**src/rtl/phase_sequencer.sv**
```systemverilog
module phase_sequencer (
  input  logic        clk,
  input  logic        rst,
  input  logic        irq,
  input  logic        rti_clr,
  input  logic        ra_zero,
  input  logic [15:0] opcode,
  output logic [1:0]  phase,
  output logic [1:0]  next_phase,
  output logic        phase0,
  output logic        ir_load,
  output logic        const_load,
  output logic        pc_load,
  output logic [1:0]  pc_sel,
  output logic        reg_we,
  output logic [2:0]  reg_waddr,
  output logic        mem_we,
  output logic        ifw,
  output logic        irq_flag,
  output logic [4:0]  alu_fn,
  output logic        alu_op,
  output logic [2:0]  ra_idx,
  output logic [2:0]  rb_idx,
  output logic [2:0]  rc_idx
);
  localparam logic [2:0] SUB_LD  = 3'd0;
  localparam logic [2:0] SUB_ST  = 3'd1;
  localparam logic [2:0] SUB_JMP = 3'd2;
  localparam logic [2:0] SUB_BEQ = 3'd3;
  localparam logic [2:0] SUB_BNE = 3'd4;
  localparam logic [2:0] SUB_LDR = 3'd5;
  localparam logic [1:0] SEL_INC = 2'd0;
  localparam logic [1:0] SEL_TGT = 2'd1;
  localparam logic [1:0] SEL_IRQ = 2'd2;
  localparam logic [1:0] SEL_RST = 2'd3;
  localparam logic [2:0] SAVE_REG = 3'd6;

  logic [1:0]  ph_q;
  logic        flag_q;
  logic [15:0] ir_q;

  wire       need_const = opcode[10];
  wire       taking_irq = !rst && irq && !flag_q && (ph_q == 2'd0);
  wire       executing  = !rst && (ph_q == 2'd2);
  wire [2:0] sub_op     = ir_q[8:6];
  wire       is_alu     = !ir_q[9];
  wire       taken      = !is_alu && ((sub_op == SUB_JMP) ||
                                      (sub_op == SUB_BEQ && ra_zero) ||
                                      (sub_op == SUB_BNE && !ra_zero));
  wire       writes_rc  = is_alu || sub_op inside {SUB_LD, SUB_LDR, SUB_JMP, SUB_BEQ, SUB_BNE};

  always_comb begin
    next_phase = 2'd0;
    pc_load    = 1'b0;
    pc_sel     = SEL_INC;
    if (rst) begin
      pc_load = 1'b1;
      pc_sel  = SEL_RST;
    end else if (taking_irq) begin
      pc_load = 1'b1;
      pc_sel  = SEL_IRQ;
    end else begin
      case (ph_q)
        2'd0: begin
          next_phase = need_const ? 2'd1 : 2'd2;
          pc_load    = need_const;
        end
        2'd1: next_phase = 2'd2;
        2'd2: begin
          pc_load = 1'b1;
          pc_sel  = taken ? SEL_TGT : SEL_INC;
        end
        default: next_phase = 2'd0;
      endcase
    end
  end

  assign ir_load    = !rst && (ph_q == 2'd0) && !taking_irq;
  assign const_load = !rst && (ph_q == 2'd1);
  assign ifw        = taking_irq;
  assign reg_we     = taking_irq || (executing && writes_rc);
  assign reg_waddr  = taking_irq ? SAVE_REG : ir_q[5:3];
  assign mem_we     = executing && !is_alu && (sub_op == SUB_ST);

  always_ff @(posedge clk) begin
    if (rst) begin
      ph_q   <= 2'd0;
      flag_q <= 1'b0;
      ir_q   <= '0;
    end else begin
      ph_q <= next_phase;
      if (ir_load) ir_q <= opcode;
      if (taking_irq) flag_q <= 1'b1;
      else if (executing && rti_clr) flag_q <= 1'b0;
    end
  end

  assign phase    = ph_q;
  assign phase0   = (ph_q == 2'd0);
  assign irq_flag = flag_q;
  assign alu_fn   = ir_q[15:11];
  assign alu_op   = is_alu;
  assign rb_idx   = ir_q[8:6];
  assign rc_idx   = ir_q[5:3];
  assign ra_idx   = ir_q[2:0];
endmodule


```
**config.mk**
```make
export PLATFORM = sky130hd
export DESIGN_NAME = phase_sequencer
export DESIGN_NICKNAME = d
export VERILOG_FILES = /design/src/rtl/phase_sequencer.sv
export SDC_FILE = /design/constraint.sdc
export NUM_CORES = 1
export LEC_CHECK = 0
export CAP_MARGIN = 20
export CORE_UTILIZATION = 40
export DETAILED_ROUTE_END_ITERATION = 10
export PLACE_DENSITY = 0.81
export SKIP_CTS_REPAIR_TIMING = 1
export SLEW_MARGIN = 40
export SYNTH_ARGS = -nofsm -noshare
export SYNTH_HDL_FRONTEND = slang
export SYNTH_SLANG_ARGS = --single-unit
export TNS_END_PERCENT = 5
```
**constraint.sdc**
```tcl
create_clock -name clk -period 2.1 [get_ports clk]
set_input_delay 0.525 -clock clk [delete_from_list [all_inputs] [get_ports clk]]
set_output_delay 0.525 -clock clk [all_outputs]
set_load 0.02 [all_outputs]
```
After elaboration in Yosys (flattened, before gate mapping)
Cells that the tools add are included.
{ "totals": {"in_bits": 21, "output_inout_bits": 32, "regBits": 19, "wordCells": 51} }
{ "op_classes": {"n_mux": 14, "eq_ne": 7, "n_reduce_logical": 27} }
{ "ops": {"columns": ["cell", "count"], "rows": [
  ["logical AND 1 bit", 14],
  ["two-way mux 2 bit", 5],
  ["equality test 3 x 2 -> 1 bit, second input constant", 2],
  ["equality test 3 bit, second input constant", 2],
  ["two-way mux 1 bit", 6],
  ["logical NOT 1 bit", 5],
  ["nonzero test 5 bit", 1],
  ["logical OR 1 bit", 4],
  ["case mux 2 bit (2 select lines)", 1],
  ["equality test 3 x 1 -> 1 bit, second input constant", 1],
  ["logical NOT 3 bit", 1],
  ["two-way mux 3 bit", 1],
  ["equality test 2 x 1 -> 1 bit, second input constant", 1],
  ["equality test 2 bit, second input constant", 1],
  ["logical NOT 2 bit", 1],
  ["case mux 1 bit (2 select lines)", 1],
  ["nonzero test 2 bit", 1]
]} }

Longest topological paths before layout
Gate-level depths: netlist of run 1.
{ "logic_depth": {"depth_word": 9, "depth_mapped": 6} }

Worst setup path before layout of run 1
Ideal clock, no wire load.
{ "synth_timing": {"kind": "reg2out", "start": "register ph_q[1] (netlist: phase[1])", "end": "output mem_we", "slack_ns": -0.108, "arrival_ns": 1.683, "required_ns": 1.575, "n_path_buf": 0, "path_stages_with_launch": 4, "path_cell_list": "dfxtp_1 inv_1 or3_1 nor4_1"} }
{ "synth_between": {"elab_chain_len": 4} }
{ "synth_rtl": {"columns": ["element", "line", "rtl"], "rows": [
  ["start, declared", "38", "logic [1:0] ph_q;"],
  ["start signal, assigned", "91", "ph_q <= next_phase;"],
  ["equality test 2 bit", "44", "wire executing = !rst && (ph_q == 2'd2);"],
  ["logical AND 1 bit", "44", null],
  ["logical AND 1 bit (2 in series)", "83", "assign mem_we = executing && !is_alu && (sub_op == SUB_ST);"],
  ["end, declared", "17", "output logic mem_we,"]
]} }
No other way between the ends.

Worst setup path after layout of run 1
{ "layout_timing": {"start": "input ra_zero", "end": "output pc_sel[0]"} }
{ "layout_between": {"elab_chain_len": 8, "word_cells_on_any_way": 10} }
{ "layout_rtl": {"columns": ["element", "line", "rtl"], "rows": [
  ["start, declared", "6", "input logic ra_zero,"],
  ["logical AND 1 bit or logical NOT 1 bit (tied branches)", "48, 49", null],
  ["logical OR 1 bit or logical AND 1 bit (tied branches)", "47, 49", null],
  ["logical OR 1 bit (*)", "48", "(sub_op == SUB_BEQ && ra_zero) ||"],
  ["logical AND 1 bit (*)", "47", "wire taken = !is_alu && ((sub_op == SUB_JMP) ||"],
  ["two-way mux 1 bit (*)", "71", "pc_sel = taken ? SEL_TGT : SEL_INC;"],
  ["two-way mux 1 bit (*)", "63", "case (ph_q)"],
  ["two-way mux 2 bit (*)", "59", "end else if (taking_irq) begin"],
  ["two-way mux 2 bit (*)", "56", "if (rst) begin"],
  ["end, declared", "14", "output logic [1:0] pc_sel,"]
]} }
Every way passes the cells marked *; elsewhere a longest branch is shown, timed or not.

==> metrics.csv, run 1 <==
stage,metric,value,unit
placed_design,post-place setup slack,-0.690,ns
pwr,Net Sw Frac,31.7,%
clock_tree,clk slew on worst S/H paths,0.09,ns
logic_synthesis,syn nets,126,
timing,Worst slew margin,79.6,%
die,Chip Height,52.9,um
layout,Filler cells,209,
critical_path,CP endpoint kind,output port,
die,core box area,2450,um^2
global_route,initial antenna violation count,0,
die,Site Rows,18,
critical_path,CP Class,input pin to output port,
placed_design,routability cong.,0.723,
logic_synthesis,Post-synth top cells,"dfxtp_1 (18), buf_4 (14), inv_1 (8), mux2_2 (8)",
placed_design,I/O Buffers,52,
logic_synthesis,Synth area leaders,"dfxtp_1 (35%), buf_4 (10%), mux2_2 (8.7%)",
logic_synthesis,Mean Syn Cell Area,9.87,um^2
flow_run,max_cap viols,0,
timing,Clock Skew,0.00500,ns
logic_synthesis,top_reg_cell synth,dfxtp_1,
logic_synthesis,Post-synth EDFFs,0,
global_route,first-pass GRT wire length,3730,um
route,DRC viols,0,
timing,worst slew pin tran,0.305,ns
placed_design,hpwl dp,1970,um
timing,Final Setup Violations,0,
timing,"Slew Viols, Final",0,
timing,Hold Worst Slack,0.620,ns
critical_path,worst path required time,1.57,ns
global_route,GR Overflow Total,0,
clock_tree,CTS Sinks,18,
critical_path,path depth of the worst reg2reg path,5,
logic_synthesis,asr flop ratio synth,0,%
die,die width,52.9,um
outcome,outcome,"complete, no violations",
global_route,GRT Util Overall,18.5,%
clock_tree,Worst-Skew Late Latency,0.29,ns
timing,RSZ-0062 raised after global routing,yes,
clock_tree,CTS buffer count,3,
route,Pre-antenna DRT Iters,4,
logic_synthesis,sequential area share after synthesis,34.8,%
timing,Tmin final,2.07,ns
clock_tree,Root Buffer,clkbuf_4,
worst_hold_path,Worst Hold Class,register to register,
timing,"Hold Violations, Final",0,
critical_path,Crit path arrival time,1.54,ns
route,DR WL/cell,13.6,um
layout,nets,183,
timing,Max Freq,484,MHz
logic_synthesis,Synth cell types,32,
logic_synthesis,Synth Register Bits,18,
global_route,largest net degree at the start of global routing,10,
pwr,net switching power,0.306,mW
logic_synthesis,Post-Syn Area,1040,um^2
pwr,Pint,0.659,mW
pwr,combinational share of power,40.4,%
clock_tree,CTS tree,done,
worst_hold_path,hold depth,2,
placed_design,# placed instances,185,
global_route,vias in the first global route,920,
timing,final worst setup slack,0.0332,ns
layout,Syn-to-layout area delta,54.0,%
route,first-iteration detailed-routing DRC count,5,
die,Starting Density,42.2,%
logic_synthesis,Syn. warnings,0,
die,Die Area,2800,um^2
critical_path,CP startpoint kind,input pin,
clock_tree,H-tree levels,1,
route,via density per instance,4.96,
layout,Non-Filler Instances,190,
clock_tree,CTS Buffer Depth,2,
pwr,Leak,0.784,nW
pwr,PD cells,605,nW/um^2
pwr,sequential share of power,42.0,%
route,Routed Antenna Nets,0,
logic_synthesis,top cell type by total area after synthesis,dfxtp_1,
critical_path,crit-path max FO,2,
logic_synthesis,most frequent cell after synthesis,dfxtp_1,
logic_synthesis,Synth Instances,105,
pwr,clock share of power,17.5,%
route,Routed WL,2580,um
layout,n_diodes,0,
die,IO Pins,53,
timing,post-route clock period utilization,98.4,%
logic_synthesis,Synth top area share,34.8,%
layout,share of cells above drive strength 1,39.4,%
route,routed vias,942,
pwr,maximum vdd drop,0.000556,V
==> path summary, 6_finish.rpt <==
| path | slack [ns] | start | endpoint |
|---|---|---|---|
| max | 0.03 | ra_zero | pc_sel[0] |
| min | 0.62 | ir_q[1] | ir_q[1] |
| max reg2reg | 0.60 | phase[1] | ir_q[15] |
| min reg2reg | 0.62 | ir_q[1] | ir_q[1] |
==> layout by cell type, fill, tap and decap left out, drive strengths merged, types with 3 or more instances in the layout <==
master	count
and2b	8
buf	22
clkbuf	10
clkdlybuf4s50	36
dfxtp	18
dlymetal6s2s	4
inv	8
mux2	14
nand2	5
nand2b	3
nor2	5
nor2b	7
o21ai	3
==> power by group through the flow <==
stage / combinational, mW / sequential, mW / clock (mW)
finish: 0.390 / 0.406 / 0.169
floorplan: 0.234 / 0.413 / 0
CTS: 0.395 / 0.405 / 0.174
detailed placement: 0.393 / 0.413 / 0
global placement: 0.384 / 0.409 / 0
global route: 0.415 / 0.412 / 0.190
==> area by class of cell <==
cell class,count,area [um^2],area share [%]
clock buffers,3,22.5,1.41
inverters,8,30.0,1.88
multi-input cells,62,533,33.4
flip-flops and latches,18,363,22.7
well taps,30,37.5,2.35
repair buffers,69,609,38.2
==> critical path: stages <==
cell and delay, ns:
clkdlybuf4s50_1 0.43, and3b_1 0.18, nor3_1 0.18, o21ai_1 0.08, buf_4 0.16
==> layer usage <==
| layer | global-route usage (%) | part of all wire, % |
|---|---|---|
| met1 | 16.1 | 39 |
| met3 | 9.77 | 9.8 |
| met2 | 36.7 | 50 |
| met5 | 0 | 0 |
| met4 | 3.51 | 1.0 |
==> sequential cells by signal, indices dropped and copies added, names as in the netlist <==
name / flops
phase: 2
irq_flag: 1
ir_q: 15
==> cells by family (layout without fill, tap and decap cells) <==
group | after synthesis | after routing | synth area share [%]
buffers and inverters | 26 | 80 | 17.8
multiplexers | 15 | 15 | 18.4
flip-flops | 18 | 18 | 34.8
AO/OA/AOI/OAI | 9 | 9 | 6.40
AND/OR/NAND/NOR | 37 | 38 | 22.7
==> per-stage QoR <==
stage / instance area (um^2) / TNS (ns) / utilization [%] / total power, mW
finish: 1600 / 0 / 65.0 / 0.965
global route: 1600 / -0.0535 / 65.0 / 1.02
CTS: 1590 / -7.61 / 64.7 / 0.975
detailed placement: 1570 / -7.54 / 63.8 / 0.806
global placement: 1570 / -7.03 / 63.8 / 0.794
floorplan: 1040 / -0.0142 / - / 0.647
Note: power is estimated with default switching activity, not from simulation.
==> inputs of run 2 (changes only) <==
--- a/config.mk
+++ b/config.mk
@@ -9,6 +9,7 @@
 export CORE_UTILIZATION = 40
 export DETAILED_ROUTE_END_ITERATION = 10
 export PLACE_DENSITY = 0.81
+export SETUP_SLACK_MARGIN = 0.3
 export SKIP_CTS_REPAIR_TIMING = 1
 export SLEW_MARGIN = 40
 export SYNTH_ARGS = -nofsm -noshare
==> run 2 against run 1 <==
  * Critical path depth grew 1
  * Total power grew 6.1%
  * Largest cell class unchanged
  * Clock power grew 29%
  * Highest routed layer unchanged
  * Global-route usage shrank 1.2 points
  * Via count shrank 3.4%
  * Combinational power grew 3%
==> metrics.csv, run 2 (same netlist as run 1, synthesis figures left out) <==
stage,metric,value,unit
timing,Tmin final,2.05,ns
pwr,Leak,1.02,nW
clock_tree,CTS buffer count,3,
timing,Final Setup Violations,0,
layout,number of flip-flops in the largest register,15,
global_route,first-pass GRT wire length,3520,um
flow_run,max_cap viols,0,
layout,"most common cell after layout, fill and taps aside",buf_4,
global_route,initial antenna violation count,0,
die,Chip Height,52.9,um
timing,final worst setup slack,0.0545,ns
route,DRC viols,0,
placed_design,post-place setup slack,-0.650,ns
global_route,GR Overflow Total,0,
clock_tree,H-tree levels,1,
layout,share of cells above drive strength 1,46.3,%
layout,nets,182,
placed_design,I/O Buffers,52,
global_route,largest net degree at the start of global routing,11,
layout,Syn-to-layout area delta,65.1,%
global_route,GRT Util Overall,17.3,%
critical_path,crit-path max FO,8,
route,via density per instance,4.79,
clock_tree,Worst-Skew Late Latency,0.30,ns
die,Starting Density,42.2,%
layout,n_diodes,0,
timing,worst slew pin tran,0.259,ns
worst_hold_path,Worst Hold Class,register to register,
die,die width,52.9,um
die,IO Pins,53,
placed_design,routability cong.,0.726,
timing,RSZ-0062 raised after global routing,yes,
timing,"Hold Violations, Final",0,
clock_tree,clk slew on worst S/H paths,0.10,ns
timing,setup tns final,0,ns
timing,"Slew Viols, Final",0,
route,DR WL/cell,12.6,um
critical_path,CP Class,register to output port,
pwr,maximum vdd drop,0.000391,V
layout,most frequent cells in the layout,"buf_4 (21), dlymetal6s2s_1 (20), clkdlybuf4s50_1 (19)",
outcome,outcome,"complete, no violations",
clock_tree,CTS tree,done,
route,Routed Antenna Nets,0,
clock_tree,CTS Sinks,18,
route,Routed WL,2390,um
route,first-iteration detailed-routing DRC count,7,
clock_tree,Root Buffer,clkbuf_4,
clock_tree,CTS Buffer Depth,2,
global_route,vias in the first global route,879,
die,core box area,2450,um^2
placed_design,hpwl dp,1790,um
layout,post-layout utilization of the core,69.7,%
route,Pre-antenna DRT Iters,6,
timing,Max Freq,489,MHz
critical_path,CP startpoint kind,register,
pwr,PD cells,599,nW/um^2
die,Site Rows,18,
route,routed vias,910,
critical_path,worst path required time,1.57,ns
pwr,Design Power,1.02,mW
critical_path,CP endpoint kind,output port,
timing,post-route clock period utilization,97.4,%
layout,Reg with most FFs,ir_q,
timing,Worst slew margin,82.6,%
timing,Clock Skew,0.00177,ns
die,Die Area,2800,um^2
critical_path,RR Startpoint,phase[1],
worst_hold_path,hold wc startpoint,ir_q[1],
critical_path,Crit path arrival time,1.52,ns
critical_path,Critical Path Start,phase[1],
==> run 2: power by group <==
group	total [mW]	internal [mW]	switching [mW]
sequential	0.407	0.380	0.0268
combinational	0.400	0.222	0.177
clock	0.218	0.106	0.112
total	1.02	0.708	0.316
==> run 2: critical path: stages (launching register included) <==
cell      delay, ns
dfxtp_2        0.34
buf_6          0.12
nor3_4         0.25
nand2_4        0.12
buf_6          0.14
o211ai_1       0.08
buf_4          0.17
==> run 2: metrics by stage <==
stage | area [um^2] | hold slack [ns] | std cells
after floorplan | 1060 | 0.560 | 105
after global placement | 1590 | 0.584 | 185
after detailed placement | 1590 | 0.595 | 185
after CTS | 1630 | 0.618 | 189
after global routing | 1710 | 0.620 | 190
final | 1710 | 0.607 | 190
==> run 2: final cells by class <==
type,count,area [um^2]
timing repair buffer,69,681
multi-input combinational,61,559
fill,190,744
inverter,8,30.0
sequential,18,367
tap,30,37.5
clock buffer,4,36.3
==> run 2: worst paths after layout <==
kind	cells past startpoint	slack (ns)	endpoint
min reg2reg	2	0.61	ir_q[1]
max	6	0.05	pc_load
max reg2reg	5	0.63	ir_q[14]
min	2	0.61	ir_q[1]
==> run 2: routing by layer <==
layer | track usage (%) | part of all wire [%] | vias up
li1 | - | - | 445
met1 | 17.9 | 38 | 414
met2 | 30.8 | 49 | 48
met3 | 9.20 | 12 | 3
met4 | 3.51 | 0.46 | 0
met5 | 0 | 0 | -
==> inputs of run 3 (changes only) <==
--- a/config.mk
+++ b/config.mk
@@ -6,6 +6,7 @@
 export NUM_CORES = 1
 export LEC_CHECK = 0
 export CAP_MARGIN = 20
+export CORE_MARGIN = 4
 export CORE_UTILIZATION = 40
 export DETAILED_ROUTE_END_ITERATION = 10
 export PLACE_DENSITY = 0.81
==> run 3 against run 2 <==
  * Critical path type unchanged
  * Critical path depth shrank 2
  * Utilization fell by 4.6 points
  * Cell count fell by 1.1%
  * Non-clock buffer count shrank 2
  * Final area down 5.8%
  * Fmax rose by 2.1%
  * Highest routed layer unchanged
  * Global-route usage down 2.9 points
==> metrics.csv, run 3 (same netlist as run 1, synthesis figures left out) <==
stage,metric,value,unit
critical_path,Critical Path Start,phase[1],
clock_tree,CTS Sinks,18,
global_route,vias in the first global route,927,
clock_tree,Worst-Skew Late Latency,0.29,ns
placed_design,I/O Buffers,52,
flow_run,max_cap viols,0,
die,IO Pins,53,
outcome,outcome,"complete, no violations",
timing,Clock Skew,0.00316,ns
layout,Non-Filler Instances,188,
layout,Reg with most FFs,ir_q,
global_route,largest net degree at the start of global routing,11,
critical_path,"delay-heaviest family, CP",simple AND/OR/NAND/NOR gates,
timing,Worst slew margin,77.7,%
critical_path,CP Class,register to output port,
layout,Syn-to-layout area delta,55.6,%
critical_path,worst stage delay on the critical path,0.42,ns
critical_path,RR Startpoint,irq_flag,
global_route,first-pass GRT wire length,3950,um
critical_path,Crit path arrival time,1.48,ns
route,Routed Antenna Nets,0,
route,routed vias,916,
placed_design,post-place setup slack,-0.695,ns
layout,Filler cells,211,
timing,worst slew pin tran,0.331,ns
layout,n_diodes,0,
die,core box area,2480,um^2
timing,setup tns final,0,ns
global_route,GR Overflow Total,0,
pwr,PD cells,601,nW/um^2
timing,Max Freq,499,MHz
route,first-iteration detailed-routing DRC count,9,
layout,most frequent cells in the layout,"clkdlybuf4s50_1 (35), dfxtp_1 (16), buf_4 (15)",
timing,final worst setup slack,0.0963,ns
die,Site Rows,18,
critical_path,CP startpoint kind,register,
layout,"most common cell after layout, fill and taps aside",clkdlybuf4s50_1,
critical_path,CP Cell Sequence,"inv_1, or3_1, nor4_4, buf_2",
critical_path,crit-path max FO,3,
layout,nets,181,
die,die width,58.9,um
timing,Tmin final,2.00,ns
route,met2 routed WL,1300,um
clock_tree,CTS buffer count,3,
clock_tree,Root Buffer,clkbuf_4,
die,Chip Height,58.9,um
layout,Final Instance Area,1610,um^2
clock_tree,H-tree levels,1,
placed_design,"Cell Area, Placed",1580,um^2
placed_design,routability cong.,0.786,
layout,post-layout utilization of the core,65.1,%
route,DRC viols,0,
timing,"Hold Violations, Final",0,
timing,post-route clock period utilization,95.4,%
critical_path,CP endpoint kind,output port,
route,Pre-antenna DRT Iters,5,
pwr,Leak,0.799,nW
clock_tree,clk slew on worst S/H paths,0.10,ns
global_route,GRT Util Overall,14.5,%
worst_hold_path,hold wc startpoint,ir_q[6],
route,DR top layer,met4,
layout,number of flip-flops in the largest register,15,
placed_design,# placed instances,184,
route,Routed met1 length,1080,um
placed_design,hpwl dp,2070,um
timing,Final Setup Violations,0,
route,DR WL/cell,14.1,um
route,Routed WL,2650,um
critical_path,worst path required time,1.57,ns
die,Die Area,3470,um^2
worst_hold_path,Worst Hold Class,register to register,
route,met3 wire len,259,um
critical_path,worst path buffer plus inverter count,2,
route,via density per instance,4.87,
timing,RSZ-0062 raised after global routing,yes,
pwr,maximum vdd drop,0.000449,V
timing,"Slew Viols, Final",0,
global_route,initial antenna violation count,0,
die,Starting Density,41.8,%
critical_path,CP max-delay cell,or3_1,
clock_tree,CTS tree,done,
clock_tree,CTS Buffer Depth,2,
layout,share of cells above drive strength 1,39.2,%
==> run 3: changes by cell type in the layout (fill, tap and decap cells not counted), sizes merged <==
cell	delta
nand2	+1
buf	-8
dlymetal6s2s	-14
clkbuf	+3
clkdlybuf4s50	+16
==> run 3: worst paths after layout <==
| check | endpoint | slack (ns) | depth (start not counted) |
|---|---|---|---|
| max | mem_we | 0.1 | 4 |
| min | ir_q[6] | 0.62 | 2 |
| max reg2reg | ir_q[2] | 0.65 | 4 |
| min reg2reg | ir_q[6] | 0.62 | 2 |
==> run 3: routing by layer <==
layer / vias up / track usage (%)
li1: 444 / -
met1: 427 / 16.1
met2: 43 / 25.6
met3: 2 / 5.70
met4: 0 / 3.88
met5: - / 0
==> run 3: power by group <==
group	switching, mW	internal (mW)	total, mW
logic	0.178	0.213	0.391
registers	0.0281	0.379	0.407
clock network	0.103	0.0666	0.170
total	0.309	0.659	0.968
==> run 3: cell type report <==
class | count | area (um^2) | area share, %
Timing Repair Buffer | 67 | 612 | 38.0
Multi-Input combinational cell | 62 | 547 | 33.9
Sequential cell | 18 | 363 | 22.5
Tap cell | 30 | 37.5 | 2.33
Inverter | 8 | 30.0 | 1.86
Clock buffer | 3 | 22.5 | 1.40
==> run 3: per-stage QoR <==
stage	power, mW	hold WS, ns
floorplan	0.654	0.560
global placement	0.800	0.584
detailed placement	0.812	0.595
CTS	0.980	0.623
global route	1.02	0.654
finish	0.968	0.622
==> run 3: worst reg2reg max path: stages, from the launching register on <==
cell and delay (ns):
dfxtp_1 0.33, and2b_1 0.25, nand2b_2 0.20, buf_4 0.21, mux2_2 0.35
